===== src/rtl/fcd_pkg.sv =====
package fcd_pkg;
  typedef enum logic [2:0] {
    CMD_NONE       = 3'd0,
    CMD_PROG       = 3'd1,
    CMD_SECT_ERASE = 3'd2,
    CMD_CHIP_ERASE = 3'd3,
    CMD_SUSPEND    = 3'd4,
    CMD_RESUME     = 3'd5,
    CMD_RESET      = 3'd6
  } fcd_cmd_e;

  typedef enum logic [2:0] {
    ST_IDLE, ST_UNL1, ST_UNL2, ST_PROG, ST_ERA3, ST_ERA4, ST_ERA5, ST_EWIN
  } fcd_state_e;

  localparam logic [14:0] KEY_ADDR1 = 15'h5555;
  localparam logic [14:0] KEY_ADDR2 = 15'h2AAA;
  localparam logic [7:0]  KEY_D1    = 8'hAA;
  localparam logic [7:0]  KEY_D2    = 8'h55;
  localparam logic [7:0]  OP_PROG   = 8'hA0;
  localparam logic [7:0]  OP_ERASE  = 8'h80;
  localparam logic [7:0]  OP_IDENT  = 8'h90;
  localparam logic [7:0]  OP_RESET  = 8'hF0;
  localparam logic [7:0]  OP_SECT   = 8'h30;
  localparam logic [7:0]  OP_CHIP   = 8'h10;
  localparam logic [7:0]  OP_SUSP   = 8'hB0;
endpackage


===== src/rtl/fcd_gap_timer.sv =====
module fcd_gap_timer #(
  parameter int CNT_W = 6
) (
  input  logic             clk_i,
  input  logic             rst_ni,
  input  logic             clear_i,
  input  logic [CNT_W-1:0] limit_i,
  output logic             expired_o
);
  logic [CNT_W-1:0] cnt_q;

  always_ff @(posedge clk_i or negedge rst_ni) begin
    if (!rst_ni)               cnt_q <= '0;
    else if (clear_i)          cnt_q <= '0;
    else if (cnt_q != '1)      cnt_q <= cnt_q + CNT_W'(1);
  end

  assign expired_o = (cnt_q == limit_i - CNT_W'(1));
endmodule


===== src/rtl/fcd_seq_fsm.sv =====
module fcd_seq_fsm
  import fcd_pkg::*;
#(
  parameter int ADDR_W  = 18,
  parameter int SECT_W  = 2,
  parameter int TMO_CYC = 16,
  parameter int WIN_CYC = 32,
  parameter int CNT_W   = 6,
  localparam int NSECT  = 1 << SECT_W
) (
  input  logic              clk_i,
  input  logic              rst_ni,
  input  logic              wr_i,
  input  logic [ADDR_W-1:0] addr_i,
  input  logic [7:0]        data_i,
  input  logic [NSECT-1:0]  prot_i,
  input  logic              tmr_expired_i,
  output logic              tmr_clear_o,
  output logic [CNT_W-1:0]  tmr_limit_o,
  output logic              cmd_valid_o,
  output fcd_cmd_e          cmd_o,
  output logic [ADDR_W-1:0] cmd_addr_o,
  output logic [7:0]        cmd_data_o,
  output logic [NSECT-1:0]  erase_mask_o,
  output logic              ident_o,
  output logic              erase_win_o
);
  fcd_state_e        st_q, st_d;
  logic              ident_q, ident_d;
  logic [NSECT-1:0]  mask_q, mask_d;
  logic              vld_q, vld_d;
  fcd_cmd_e          cmd_q, cmd_d;
  logic [ADDR_W-1:0] caddr_q, caddr_d;
  logic [7:0]        cdata_q, cdata_d;

  logic [SECT_W-1:0] sect;
  logic [NSECT-1:0]  sect_oh;
  logic              at_k1, at_k2, in_seq, add_sect, abort;

  assign sect  = addr_i[ADDR_W-1 -: SECT_W];
  assign at_k1 = (addr_i[14:0] == KEY_ADDR1);
  assign at_k2 = (addr_i[14:0] == KEY_ADDR2);
  assign in_seq = (st_q == ST_UNL1) || (st_q == ST_UNL2) || (st_q == ST_PROG) ||
                  (st_q == ST_ERA3) || (st_q == ST_ERA4) || (st_q == ST_ERA5);
  assign add_sect = (st_q == ST_EWIN) && wr_i && (data_i == OP_SECT);

  always_comb begin
    sect_oh       = '0;
    sect_oh[sect] = 1'b1;
  end

  always_comb begin
    st_d    = st_q;
    ident_d = ident_q;
    mask_d  = mask_q;
    vld_d   = 1'b0;
    cmd_d   = cmd_q;
    caddr_d = caddr_q;
    cdata_d = cdata_q;
    abort   = 1'b0;
    unique case (st_q)
      ST_IDLE: if (wr_i) begin
        if (at_k1 && data_i == KEY_D1) st_d = ST_UNL1;
        else if (data_i == OP_RESET) begin
          vld_d = 1'b1; cmd_d = CMD_RESET; ident_d = 1'b0;
        end else if (data_i == OP_SUSP) begin
          vld_d = 1'b1; cmd_d = CMD_SUSPEND;
        end else if (data_i == OP_SECT) begin
          vld_d = 1'b1; cmd_d = CMD_RESUME;
        end
      end
      ST_UNL1: if (wr_i) begin
        if (at_k2 && data_i == KEY_D2) st_d = ST_UNL2;
        else abort = 1'b1;
      end
      ST_UNL2: if (wr_i) begin
        if (data_i == OP_RESET) begin
          vld_d = 1'b1; cmd_d = CMD_RESET; ident_d = 1'b0; st_d = ST_IDLE;
        end else if (at_k1 && data_i == OP_PROG)  st_d = ST_PROG;
        else if (at_k1 && data_i == OP_ERASE)     st_d = ST_ERA3;
        else if (at_k1 && data_i == OP_IDENT) begin
          ident_d = 1'b1; st_d = ST_IDLE;
        end else abort = 1'b1;
      end
      ST_PROG: if (wr_i) begin
        st_d    = ST_IDLE;
        ident_d = 1'b0;
        if (!prot_i[sect]) begin
          vld_d = 1'b1; cmd_d = CMD_PROG; caddr_d = addr_i; cdata_d = data_i;
        end
      end
      ST_ERA3: if (wr_i) begin
        if (at_k1 && data_i == KEY_D1) st_d = ST_ERA4;
        else abort = 1'b1;
      end
      ST_ERA4: if (wr_i) begin
        if (at_k2 && data_i == KEY_D2) st_d = ST_ERA5;
        else abort = 1'b1;
      end
      ST_ERA5: if (wr_i) begin
        if (data_i == OP_SECT) begin
          st_d    = ST_EWIN;
          ident_d = 1'b0;
          mask_d  = sect_oh & ~prot_i;
          caddr_d = addr_i;
        end else if (at_k1 && data_i == OP_CHIP) begin
          st_d    = ST_IDLE;
          ident_d = 1'b0;
          if (!(&prot_i)) begin
            vld_d = 1'b1; cmd_d = CMD_CHIP_ERASE; mask_d = ~prot_i;
          end
        end else abort = 1'b1;
      end
      ST_EWIN: begin
        // a late add on the expiry edge keeps the window open
        if (add_sect) mask_d = mask_q | (sect_oh & ~prot_i);
        else if (tmr_expired_i) begin
          st_d = ST_IDLE;
          if (mask_q != '0) begin
            vld_d = 1'b1; cmd_d = CMD_SECT_ERASE;
          end
        end
      end
      default: st_d = ST_IDLE;
    endcase
    if (in_seq && !wr_i && tmr_expired_i) abort = 1'b1;
    if (abort) begin
      st_d    = ST_IDLE;
      ident_d = 1'b0;
    end
  end

  always_ff @(posedge clk_i or negedge rst_ni) begin
    if (!rst_ni) begin
      st_q    <= ST_IDLE;
      ident_q <= 1'b0;
      mask_q  <= '0;
      vld_q   <= 1'b0;
      cmd_q   <= CMD_NONE;
      caddr_q <= '0;
      cdata_q <= '0;
    end else begin
      st_q    <= st_d;
      ident_q <= ident_d;
      mask_q  <= mask_d;
      vld_q   <= vld_d;
      cmd_q   <= cmd_d;
      caddr_q <= caddr_d;
      cdata_q <= cdata_d;
    end
  end

  assign tmr_clear_o  = (st_q == ST_IDLE) || (in_seq && wr_i) || add_sect;
  assign tmr_limit_o  = (st_q == ST_EWIN) ? CNT_W'(WIN_CYC) : CNT_W'(TMO_CYC);
  assign cmd_valid_o  = vld_q;
  assign cmd_o        = cmd_q;
  assign cmd_addr_o   = caddr_q;
  assign cmd_data_o   = cdata_q;
  assign erase_mask_o = mask_q;
  assign ident_o      = ident_q;
  assign erase_win_o  = (st_q == ST_EWIN);

  assert_tmo_abort_R12: assert property (@(posedge clk_i) disable iff (!rst_ni)
    in_seq && !wr_i && tmr_expired_i |=> (st_q == ST_IDLE) && !ident_q);

  assert_mask_grows_R4: assert property (@(posedge clk_i) disable iff (!rst_ni)
    (st_q == ST_EWIN) |=> ((mask_q & $past(mask_q)) == $past(mask_q)));

  assert_prot_drop_R3: assert property (@(posedge clk_i) disable iff (!rst_ni)
    (st_q == ST_PROG) && wr_i && prot_i[sect] |=> !cmd_valid_o);

  assert_erase_nonempty_R5: assert property (@(posedge clk_i) disable iff (!rst_ni)
    cmd_valid_o && (cmd_o == CMD_SECT_ERASE || cmd_o == CMD_CHIP_ERASE)
      |-> (erase_mask_o != '0));

  assert_cmd_code_R7: assert property (@(posedge clk_i) disable iff (!rst_ni)
    cmd_valid_o |-> (cmd_o != CMD_NONE));
endmodule


===== src/rtl/fcd_read_mux.sv =====
module fcd_read_mux #(
  parameter int         ADDR_W = 18,
  parameter int         SECT_W = 2,
  parameter logic [7:0] MFR_ID = 8'h20,
  parameter logic [7:0] DEV_ID = 8'h5C,
  localparam int        NSECT  = 1 << SECT_W
) (
  input  logic              clk_i,
  input  logic              rst_ni,
  input  logic              ident_i,
  input  logic [ADDR_W-1:0] rd_addr_i,
  input  logic [7:0]        array_data_i,
  input  logic [NSECT-1:0]  prot_i,
  output logic [7:0]        rd_data_o
);
  logic [2:0]        sel;
  logic [SECT_W-1:0] rsect;
  logic              unused_addr;

  assign sel         = {rd_addr_i[6], rd_addr_i[1], rd_addr_i[0]};
  assign rsect       = rd_addr_i[ADDR_W-1 -: SECT_W];
  assign unused_addr = ^rd_addr_i;

  always_comb begin
    if (!ident_i) rd_data_o = array_data_i;
    else begin
      unique case (sel)
        3'b000:  rd_data_o = MFR_ID;
        3'b001:  rd_data_o = DEV_ID;
        3'b010:  rd_data_o = {7'd0, prot_i[rsect]};
        default: rd_data_o = 8'h00;
      endcase
    end
  end

  assert_prot_byte_R10: assert property (@(posedge clk_i) disable iff (!rst_ni)
    ident_i && (sel == 3'b010) |-> (rd_data_o[7:1] == 7'd0));
endmodule


===== src/rtl/flash_cmd_decoder.sv =====
module flash_cmd_decoder
  import fcd_pkg::*;
#(
  parameter int         ADDR_W  = 18,
  parameter int         SECT_W  = 2,
  parameter int         TMO_CYC = 16,
  parameter int         WIN_CYC = 32,
  parameter logic [7:0] MFR_ID  = 8'h20,
  parameter logic [7:0] DEV_ID  = 8'h5C,
  localparam int        NSECT   = 1 << SECT_W
) (
  input  logic              clk_i,
  input  logic              rst_ni,
  input  logic              wr_i,
  input  logic [ADDR_W-1:0] addr_i,
  input  logic [7:0]        data_i,
  input  logic [NSECT-1:0]  prot_i,
  input  logic [ADDR_W-1:0] rd_addr_i,
  input  logic [7:0]        array_data_i,
  output logic [7:0]        rd_data_o,
  output logic              rd_mode_o,
  output logic              cmd_valid_o,
  output logic [2:0]        cmd_o,
  output logic [ADDR_W-1:0] cmd_addr_o,
  output logic [7:0]        cmd_data_o,
  output logic [NSECT-1:0]  erase_mask_o,
  output logic              erase_win_o
);
  localparam int MAX_CYC = (TMO_CYC > WIN_CYC) ? TMO_CYC : WIN_CYC;
  localparam int CNT_W   = $clog2(MAX_CYC + 1);

  logic             tmr_clear, tmr_expired, ident;
  logic [CNT_W-1:0] tmr_limit;
  fcd_cmd_e         cmd;

  fcd_gap_timer #(.CNT_W(CNT_W)) u_timer (
    .clk_i     (clk_i),
    .rst_ni    (rst_ni),
    .clear_i   (tmr_clear),
    .limit_i   (tmr_limit),
    .expired_o (tmr_expired)
  );

  fcd_seq_fsm #(
    .ADDR_W (ADDR_W), .SECT_W (SECT_W), .TMO_CYC (TMO_CYC),
    .WIN_CYC(WIN_CYC), .CNT_W (CNT_W)
  ) u_fsm (
    .clk_i         (clk_i),
    .rst_ni        (rst_ni),
    .wr_i          (wr_i),
    .addr_i        (addr_i),
    .data_i        (data_i),
    .prot_i        (prot_i),
    .tmr_expired_i (tmr_expired),
    .tmr_clear_o   (tmr_clear),
    .tmr_limit_o   (tmr_limit),
    .cmd_valid_o   (cmd_valid_o),
    .cmd_o         (cmd),
    .cmd_addr_o    (cmd_addr_o),
    .cmd_data_o    (cmd_data_o),
    .erase_mask_o  (erase_mask_o),
    .ident_o       (ident),
    .erase_win_o   (erase_win_o)
  );

  fcd_read_mux #(
    .ADDR_W(ADDR_W), .SECT_W(SECT_W), .MFR_ID(MFR_ID), .DEV_ID(DEV_ID)
  ) u_rmux (
    .clk_i        (clk_i),
    .rst_ni       (rst_ni),
    .ident_i      (ident),
    .rd_addr_i    (rd_addr_i),
    .array_data_i (array_data_i),
    .prot_i       (prot_i),
    .rd_data_o    (rd_data_o)
  );

  assign cmd_o     = cmd;
  assign rd_mode_o = ident;
endmodule


===== config.mk =====
export PLATFORM = sky130hd
export DESIGN_NAME = flash_cmd_decoder
export DESIGN_NICKNAME = d
export VERILOG_FILES = /design/src/rtl/fcd_pkg.sv /design/src/rtl/fcd_gap_timer.sv /design/src/rtl/fcd_seq_fsm.sv /design/src/rtl/fcd_read_mux.sv /design/src/rtl/flash_cmd_decoder.sv
export SDC_FILE = /design/constraint.sdc
export NUM_CORES = 1
export LEC_CHECK = 0
export ABC_CLOCK_PERIOD_IN_PS = 2300
export BUFFER_PORTS_ARGS = -buffer_cell sky130_fd_sc_hd__buf_2
export CORE_AREA = 5 5 99 101
export CTS_CLUSTER_SIZE = 8
export DETAILED_ROUTE_END_ITERATION = 10
export DIE_AREA = 0 0 104 106
export SETUP_SLACK_MARGIN = 0.5
export SYNTH_ARGS = -nofsm -noshare
export SYNTH_HDL_FRONTEND = slang
export SYNTH_SLANG_ARGS = --single-unit

===== constraint.sdc =====
create_clock -name clk_i -period 2.3 [get_ports clk_i]
set_clock_uncertainty 0.1 [all_clocks]
set_input_delay 0.46 -clock clk_i [delete_from_list [all_inputs] [get_ports clk_i]]
set_output_delay 0.46 -clock clk_i [all_outputs]
set_load 0.02 [all_outputs]

Yosys cells after proc, flatten, opt, wreduce, memory -nomap -nowiden
Index checks and enable logic that the tools add are counted.
- output and inout port bits: 44
- word-level logic and storage cells: 218
- flip-flop bits (word level): 44
- input port bits: 59
- muxes and demuxes: 105
- reduce and logical (&&, ||, !) cells: 36
- bitwise operators: 4
- equal/unequal tests: 60
- $lt $le $gt $ge: 3
- $add $sub $neg: 2
- operator list (kind ; number):
    3-bit two-way mux ; 36
    18-bit two-way mux ; 4
    8-bit == test (second input constant) ; 6
    1-bit two-way mux ; 45
    18-bit one-hot mux with 2 select lines ; 1
    3-bit by 2-bit inequality test with 1-bit output (second input constant) ; 11
    15-bit AND reduction ; 2
    2-bit inequality test (second input constant) ; 12
    3-bit one-hot mux with 8 select lines ; 1
    7-bit one-hot mux with 3 select lines ; 1
    4-bit two-way mux ; 5
    6-bit two-way mux ; 3
    4-bit by 3-bit inequality test with 1-bit output (second input constant) ; 4
    15-bit by 14-bit == test with 1-bit output (second input constant) ; 1
    15-bit == test (second input constant) ; 1
    3-bit one-hot mux with 5 select lines ; 1
    3-bit == test (second input constant) ; 4
    1-bit logical AND ; 12
    11-bit AND reduction ; 1
    5-bit AND reduction ; 2
    5-bit nonzero test ; 2
    3-bit by 2-bit == test with 1-bit output (second input constant) ; 3
    3-bit by 1-bit inequality test with 1-bit output (second input constant) ; 3
    3-bit inequality test (second input constant) ; 3
    31 further kinds ; 46

Longest topological paths before layout
Gate-level depths: netlist of the first run.
- depth in word-level cells: 11
- depth in mapped cells: 8

By module
From an unflattened synthesis of the first run, not the netlist that was laid out.
- cells, all modules: 271
- area, all modules: 2740.1 um^2
- by module, submodules not included (module ; cells an instance ; sequential area each (um^2) ; area an instance (um^2) ; instances):
    fcd_seq_fsm ; 203 ; 950.9 ; 2158.3 ; 1
    fcd_gap_timer ; 50 ; 150.1 ; 460.4 ; 1
    fcd_read_mux ; 18 ; 0.0 ; 121.4 ; 1

Worst setup path before layout of the first run
No wires, ideal clock.
- path type: in2reg
- start: input port data_i[0]
- end: register u_fsm.caddr_q[0], in the netlist u_fsm.cmd_addr_o[0]
- data required time: 2075 ps
- path slack: -248 ps
- arrival: 2323 ps
- stages on the path: 7
- setup time: 125 ps
- buffers on the path: 2
- cells stage by stage: or4_4 -> buf_6 -> nor4_4 -> a31oi_1 -> nor2_4 -> buf_4 -> mux2_2
- longest elaborated chain between the ends: 3
- RTL lines (what ; RTL line ; RTL):
    start, declared ; flash_cmd_decoder.sv:16 ; input logic [7:0] data_i,
    8-bit by 6-bit == test with 1-bit output ; fcd_seq_fsm.sv:101 ; if (data_i == OP_SECT) begin
    2-bit inequality test (no source line) ; n/a ;
    5-bit AND reduction (no source line) ; n/a ;
    end signal, assigned ; fcd_seq_fsm.sv:148 ; caddr_q <= caddr_d;
    end, declared ; fcd_seq_fsm.sv:33 ; logic [ADDR_W-1:0] caddr_q, caddr_d;
Every way passes these cells.
A chain may end at the register's enable or synchronous reset.

Final worst setup path of the first run
- start: input port data_i[0]
- end: register u_fsm.st_q[0]
- longest elaborated chain between the ends: 11
- RTL lines (what ; RTL line ; RTL):
    8-bit == test ; fcd_seq_fsm.sv:81 ; else if (at_k1 && data_i == OP_IDENT) begin
    1-bit logical AND ; fcd_seq_fsm.sv:81 ;
    1-bit two-way mux ; fcd_seq_fsm.sv:81 ;
    1-bit two-way mux ; fcd_seq_fsm.sv:80 ; else if (at_k1 && data_i == OP_ERASE) st_d = ST_ERA3;
    1-bit two-way mux ; fcd_seq_fsm.sv:79 ; end else if (at_k1 && data_i == OP_PROG) st_d = ST_PROG;
    1-bit two-way mux ; fcd_seq_fsm.sv:77 ; if (data_i == OP_RESET) begin
    1-bit two-way mux ; fcd_seq_fsm.sv:76 ; ST_UNL2: if (wr_i) begin
    1-bit one-hot mux with 4 select lines ; fcd_seq_fsm.sv:61 ; unique case (st_q)
    1-bit two-way mux ; fcd_seq_fsm.sv:126 ; if (in_seq && !wr_i && tmr_expired_i) abort = 1'b1;
    6-bit by 5-bit inequality test with 1-bit output (no source line) (tied with other cells) ; n/a ;
    15-bit AND reduction (no source line) ; n/a ;
    end signal, assigned ; fcd_seq_fsm.sv:143 ; st_q <= st_d;
    end, declared ; fcd_seq_fsm.sv:28 ; fcd_state_e st_q, st_d;
Parallel ways exist; a longest one is shown, timed or not. The select of a mux whose other input is x is not followed.

==> results of run 1 <==
per-layer routing:
metal | global-route usage, % | routed length (microns) | vias up
met1 | 18.0 | 3360 | 1250
li1 | - | - | 1242
met3 | 3.28 | 480 | 9
met5 | 0 | 0 | -
met4 | 3.70 | 110 | 0
met2 | 24.8 | 4160 | 91
synth_stat cells (all sizes together), types with 2 or more instances:
cell type   n  share of area (%)
o21ai      23                4.6
clkbuf      2               0.29
inv        13                1.9
nor3        8                1.8
nand4       7                1.7
nand2      15                2.2
buf         6                2.1
nor2       21                3.4
a31oi       5                1.2
nor4bb      3                1.2
a21oi      10                2.0
nand3       8                1.6
or4         3                1.0
mux2       29                 13
nor4        6                2.9
mux2i       3                1.2
and3        2               0.49
mux4        2                1.8
dfrtp      44                 43
o31ai       7                2.0
nor2b       5                1.2
a41oi       2               0.68
kinds of logic after synthesis:
| logic type | share of synthesized area, % |
|---|---|
| AOI/OAI and AO/OA | 15.0 |
| xor gates and xnor gates | 0.683 |
| adders and majority gates | 0.488 |
| buffers and inverters | 4.29 |
| DFF | 42.9 |
| muxes | 15.7 |
| and+or+nand+nor | 20.9 |
path summary, 6_finish.rpt:
kind,endpoint,slack (ps),startpoint,cells past startpoint
worst max-delay path,u_fsm.st_q[0],-30,data_i[0],10
worst min-delay path,u_timer.cnt_q[2],40,rst_ni,1
worst max register to register,u_fsm.st_q[0],120,u_timer.cnt_q[0],9
worst min register to register,u_fsm.cmd_data_o[3],410,u_fsm.cmd_data_o[3],1
max in group asynchronous,u_fsm.cmd_data_o[4],1550,rst_ni,2
min in group clk_i,u_fsm.erase_mask_o[0],250,prot_i[0],2
metrics by stage:
| step | TNS (ps) | cells | utilization (%) |
|---|---|---|---|
| finish | -76.2 | 515 | 46.2 |
| global route | -1170 | 515 | 46.2 |
| CTS | 0 | 511 | 43.6 |
| detailed placement | -7410 | 492 | 39.7 |
| global placement | -7580 | 492 | 39.7 |
| floorplan | -4550 | 250 | - |
power breakdown:
group / switching [uW] / internal [uW]
Combinational: 672 / 607
Clock: 268 / 384
Sequential: 105 / 908
Total: 1040 / 1900
cell type report:
type | count | share of cell area (%)
timing repair buffer | 154 | 26.5
inverter | 13 | 1.18
sequential | 44 | 26.7
clock inverter | 1 | 0.727
clock buffer | 7 | 2.33
multi-input combinational | 185 | 39.2
tap | 111 | 3.36
flip-flops by register name, indices dropped and copies added (netlist names):
register            flops
u_fsm.erase_mask_o      4
u_fsm.cmd_o             3
u_fsm.cmd_valid_o       1
u_fsm.cmd_addr_o       18
u_fsm.st_q              3
u_fsm.cmd_data_o        8
u_timer.cnt_q           6
u_fsm.ident_o           1
timing repair:
| action | 4_1_cts | 5_1_grt |
|---|---|---|
| hold endpoints to repair | 0 | 0 |
| setup buffers | 10 | 4 |
| gates cloned | 1 | 0 |
| pin swaps | 11 | 6 |
| setup endpoints to repair | 51 | 52 |
| resized for setup | 24 | 49 |
worst reg2reg max path: stages (launching register included):
cell and delay, ps:
dfrtp_1 390, ha_1 200, and3_1 190, nand3_1 100, a21oi_1 200, a21oi_1 100
buf_4 150, nor4_4 350, mux2i_1 260, nor2_2 40
cells in the final DEF, fill, tap and decap left out, drive strengths merged, types with 2 or more instances in the layout:
cell type	netlist	final
a41oi	2	2
mux2i	3	3
nor2b	5	5
mux4	2	2
and3	2	2
o31ai	7	7
a31oi	5	5
dfrtp	44	44
clkbuf	2	7
nor4bb	3	3
buf	6	154
or4	3	3
nand3	8	8
nand2	15	15
a21oi	10	10
nor3	8	8
inv	13	13
mux2	29	29
nor4	6	6
nor2	21	21
o21ai	23	23
nand4	7	7
==> impl_metrics.ini, run 1 <==
[final_layout]
areaGrowthSynthToFinish_pct = 61.2
multiInputGateArea_sq_um = 1620
ff_latch_area_sq_um = 1100
final_nets = 463
diodes = 0
fillCellCount = 853
drive_gt1_share_pct = 56.4
design_area_sq_um = 4130

[worst_setup_path]
cp-end-kind = register
worstPathCellList = buf_8, or4_4, buf_6, o211ai_1, buf_4, a21o_1, a22oi_2, nor4_4, mux2i_1, nor2_2
cpMaxStageDelayCell = or4_4
critPathTopFamily = simple AND/OR/NAND/NOR gates
crit_fanout = 6
worstPathRequired_ps = 2390
cp_num_buf_inv = 3
critPathKind = in2reg
cp-start-kind = input port
cp_slowest_stage_delay_ps = 570
crit_arrival_ps = 2420

[yosys]
syn_inst = 250
syn_area_per_cell_sq_um = 10.3
synth_edf_count = 0
synth_ff_type = dfrtp_1
ys_ff_latch = 44
ys_seq_area_share_pct = 42.9
synthesis.nets = 310
netlist_area_sq_um = 2560
synthDistinctLibCells = 57
yosys_warnings = 0
async_flop_share_pct = 100

[timing]
timing.final.ws_setup_ps = -29.1
fin_crit_ps = 2330
max_freq_ghz = 0.429
setup_viol_count_final = 5
finalCritPeriodShare_pct = 101
maxSlewViolCount = 0
hold_slack_ps = 43.9
slew_headroom_pct = 63.3
tightestPinTransition_ps = 551
finalHoldViolCount = 0
rsz0062_at_grt = yes

[power]
peakVddDrop_uv = 360
p_leak_uw = 0.00200
power.total_uw = 2940
powerDensity_nw_per_um2 = 712

[clock_tree]
clock_latency_ps = 290
cts_tree = yes
numCtsBuffers = 5
cts_max_level = 2
cts_buffer_depth = 2
clk_pin_slew_ps = 80
holdBufCountCts = 0
cts_root_buffer = clkbuf_8
clock_sinks = 44

[die]
die_h_microns = 106
dieArea_sq_um = 11000
die_w_microns = 104
core_sq_um = 8930
start_util_pct = 28.7
rows = 35
boundaryPins = 103

[placed_design]
dp_slack_ps = -407
hpwl_microns = 6000
gp_congestion = 0.843
post_dp_cell_area_sq_um = 3550
portBuffers = 89

[route]
antenna_left = 0
num_vias = 2592
drt_wl_total_microns = 8110
remaining_drc_errors = 0
firstDrtPassIters = 4
drt_iter0_drc = 169
viasPerCell = 5.03
wl_per_cell_microns = 15.7

[global_route]
grt_pass1_wl_microns = 13200
grt_start_max_net_pins = 24
grt_pass1_vias = 2694
overflow = 0
grtUsageTotal_pct = 14.3
antenna_found_initial = 0

[hold_path]
hold_path.class = in2async

[status]
status = finished, violations left
violations = setup timing

[flow_run]
drv_cap = 0
Power figures use the tool's default switching activity.
==> inputs of run 2 (changes only) <==
- PLACE_DENSITY: not set -> 0.54
==> run 2 against run 1 <==
The flow still finishes with violations (setup timing). Routed wire length grew 3.6%. Combinational power increased by 16%. Die area unchanged. Count of clock-buffer cells in the layout is 1 lower. Flip-flop and latch count unchanged. Fmax increased by 0.70%. Worst setup slack better by 16 ps. Sequential share of layout area fell by 1.4 points. Register-to-register slack worse by 30 ps.
==> impl_metrics.ini, run 2 (synthesized netlist as in run 1, its figures left out) <==
[timing]
finalCritPeriodShare_pct = 101
tightestPinTransition_ps = 413
fin_crit_ps = 2310
rsz0062_at_grt = yes
setup_viol_count_final = 1
timing.final.ws_setup_ps = -12.9
slew_headroom_pct = 72.4
finalHoldViolCount = 0
hold_slack_ps = 288
max_freq_ghz = 0.432
maxSlewViolCount = 0

[global_route]
grt_pass1_vias = 2750
overflow = 0
antenna_found_initial = 0
grt_start_max_net_pins = 20
grt_pass1_wl_microns = 13300
grtUsageTotal_pct = 14.4

[final_layout]
drive_gt1_share_pct = 58.8
diodes = 0
ff_latch_area_sq_um = 1100
fin_cells = 536
design_area_sq_um = 4360
areaGrowthSynthToFinish_pct = 70.1
final_common_cell = buf_2
fillCellCount = 852
largest_reg_flops = 18
final_nets = 484
utilization_pct = 48.8
layout_common_cells = buf_2, buf_4, dfrtp_1
multiInputGateArea_sq_um = 1700

[clock_tree]
cts_buffer_depth = 2
clock_latency_ps = 300
cts_tree = yes
cts_root_buffer = clkbuf_8
clk_pin_slew_ps = 90
clock_sinks = 44
numCtsBuffers = 5
cts_max_level = 2

[status]
violations = setup timing
status = finished, violations left

[placed_design]
dp.cells = 499
portBuffers = 89
post_dp_cell_area_sq_um = 3590
gp_congestion = 0.849
hpwl_microns = 6110

[worst_setup_path]
rrSetupSlack_ps = 90
crit_arrival_ps = 2420
worstPathCellList = buf_2, or4_4, nor4_4, buf_4, or3_4, buf_4, a21oi_4, o31ai_4, o31ai_4, a311oi_1
rr_endpoint = u_fsm.st_q[1]
r2r_start = u_timer.cnt_q[0]
ff2ff_path_depth = 9
cp-start-kind = input port
worstPathRequired_ps = 2410
cp_num_buf_inv = 3
cpMaxStageDelayCell = or4_4
crit_fanout = 4
cp-end-kind = register
critPathTopFamily = simple AND/OR/NAND/NOR gates
cp_slowest_stage_delay_ps = 560
critPathKind = in2reg

[route]
antenna_left = 0
firstDrtPassIters = 5
wl_per_cell_microns = 15.7
drt_iter0_drc = 79
viasPerCell = 4.89
drt_wl_total_microns = 8400
remaining_drc_errors = 0
num_vias = 2622

[die]
die_w_microns = 104
start_util_pct = 28.7
core_sq_um = 8930
die_h_microns = 106
dieArea_sq_um = 11000
boundaryPins = 103
rows = 35

[power]
combPwrFrac_pct = 48.2
peakVddDrop_uv = 322
power_frac_seq_pct = 32.6
p_sw_share_pct = 36.0
p_switching_uw = 1110
p_int_uw = 1980
power.total_uw = 3090
powerDensity_nw_per_um2 = 708
p_leak_uw = 0.00210
pwr-share-clk_pct = 19.3

[flow_run]
drv_cap = 0

[hold_path]
hold_path.class = in2reg
holdPathEnd = u_fsm.cmd_addr_o[15]
hold_path_depth = 2
hold_start = addr_i[15]
## run 2: repair_timing
item	CTS	global route
endpoints found under the hold margin	8	0
gates resized for setup	33	55
hold buffers	1	0
cloned	1	2
pin swaps	10	16
endpoints found under the setup margin	51	51
setup buffers	14	11
## run 2: layer usage
layer  GRT usage [%]  wire, microns
met1            17.4           3610
met2            25.7           4140
met3            3.52            489
met4            3.79            150
met5               0              0
## run 2: worst max path at each step
stage / from / endpoint / slack, ps / depth (start not counted)
floorplan: data_i[0] / u_fsm.cmd_addr_o[0] / -240 / 7
global placement: addr_i[10] / u_fsm.st_q[1] / -390 / 8
detailed placement: addr_i[10] / u_fsm.ident_o / -440 / 8
CTS: data_i[0] / u_fsm.st_q[0] / 0.4 / 9
global route: data_i[1] / u_fsm.st_q[1] / -120 / 9
finish: data_i[1] / u_fsm.ident_o / -10 / 10
## run 2: power groups by stage
stage / Clock [uW] / Combinational, uW / Sequential [uW]
after floorplan: 0 / 577 / 1120
after global placement: 0 / 1100 / 1020
after detailed placement: 0 / 1120 / 1030
after CTS: 616 / 1270 / 1000
after global routing: 650 / 1590 / 1020
final: 596 / 1490 / 1010
## run 2: area by class of cell
cell class / count / area share [%]
Clock buffer: 6 / 1.66
Clock inverter: 2 / 0.803
Inverter: 13 / 1.12
Multi-Input combinational cell: 185 / 38.9
Sequential cell: 44 / 25.3
Tap cell: 111 / 3.19
Timing Repair Buffer: 175 / 29.0
## run 2: metrics by stage
step | setup slack, ps | TNS [ps]
2_1_floorplan | -240 | -4550
3_3_place_gp | -393 | -9160
3_5_place_dp | -436 | -9370
4_1_cts | 0.430 | 0
5_1_grt | -120 | -461
6_report | -12.9 | -12.9
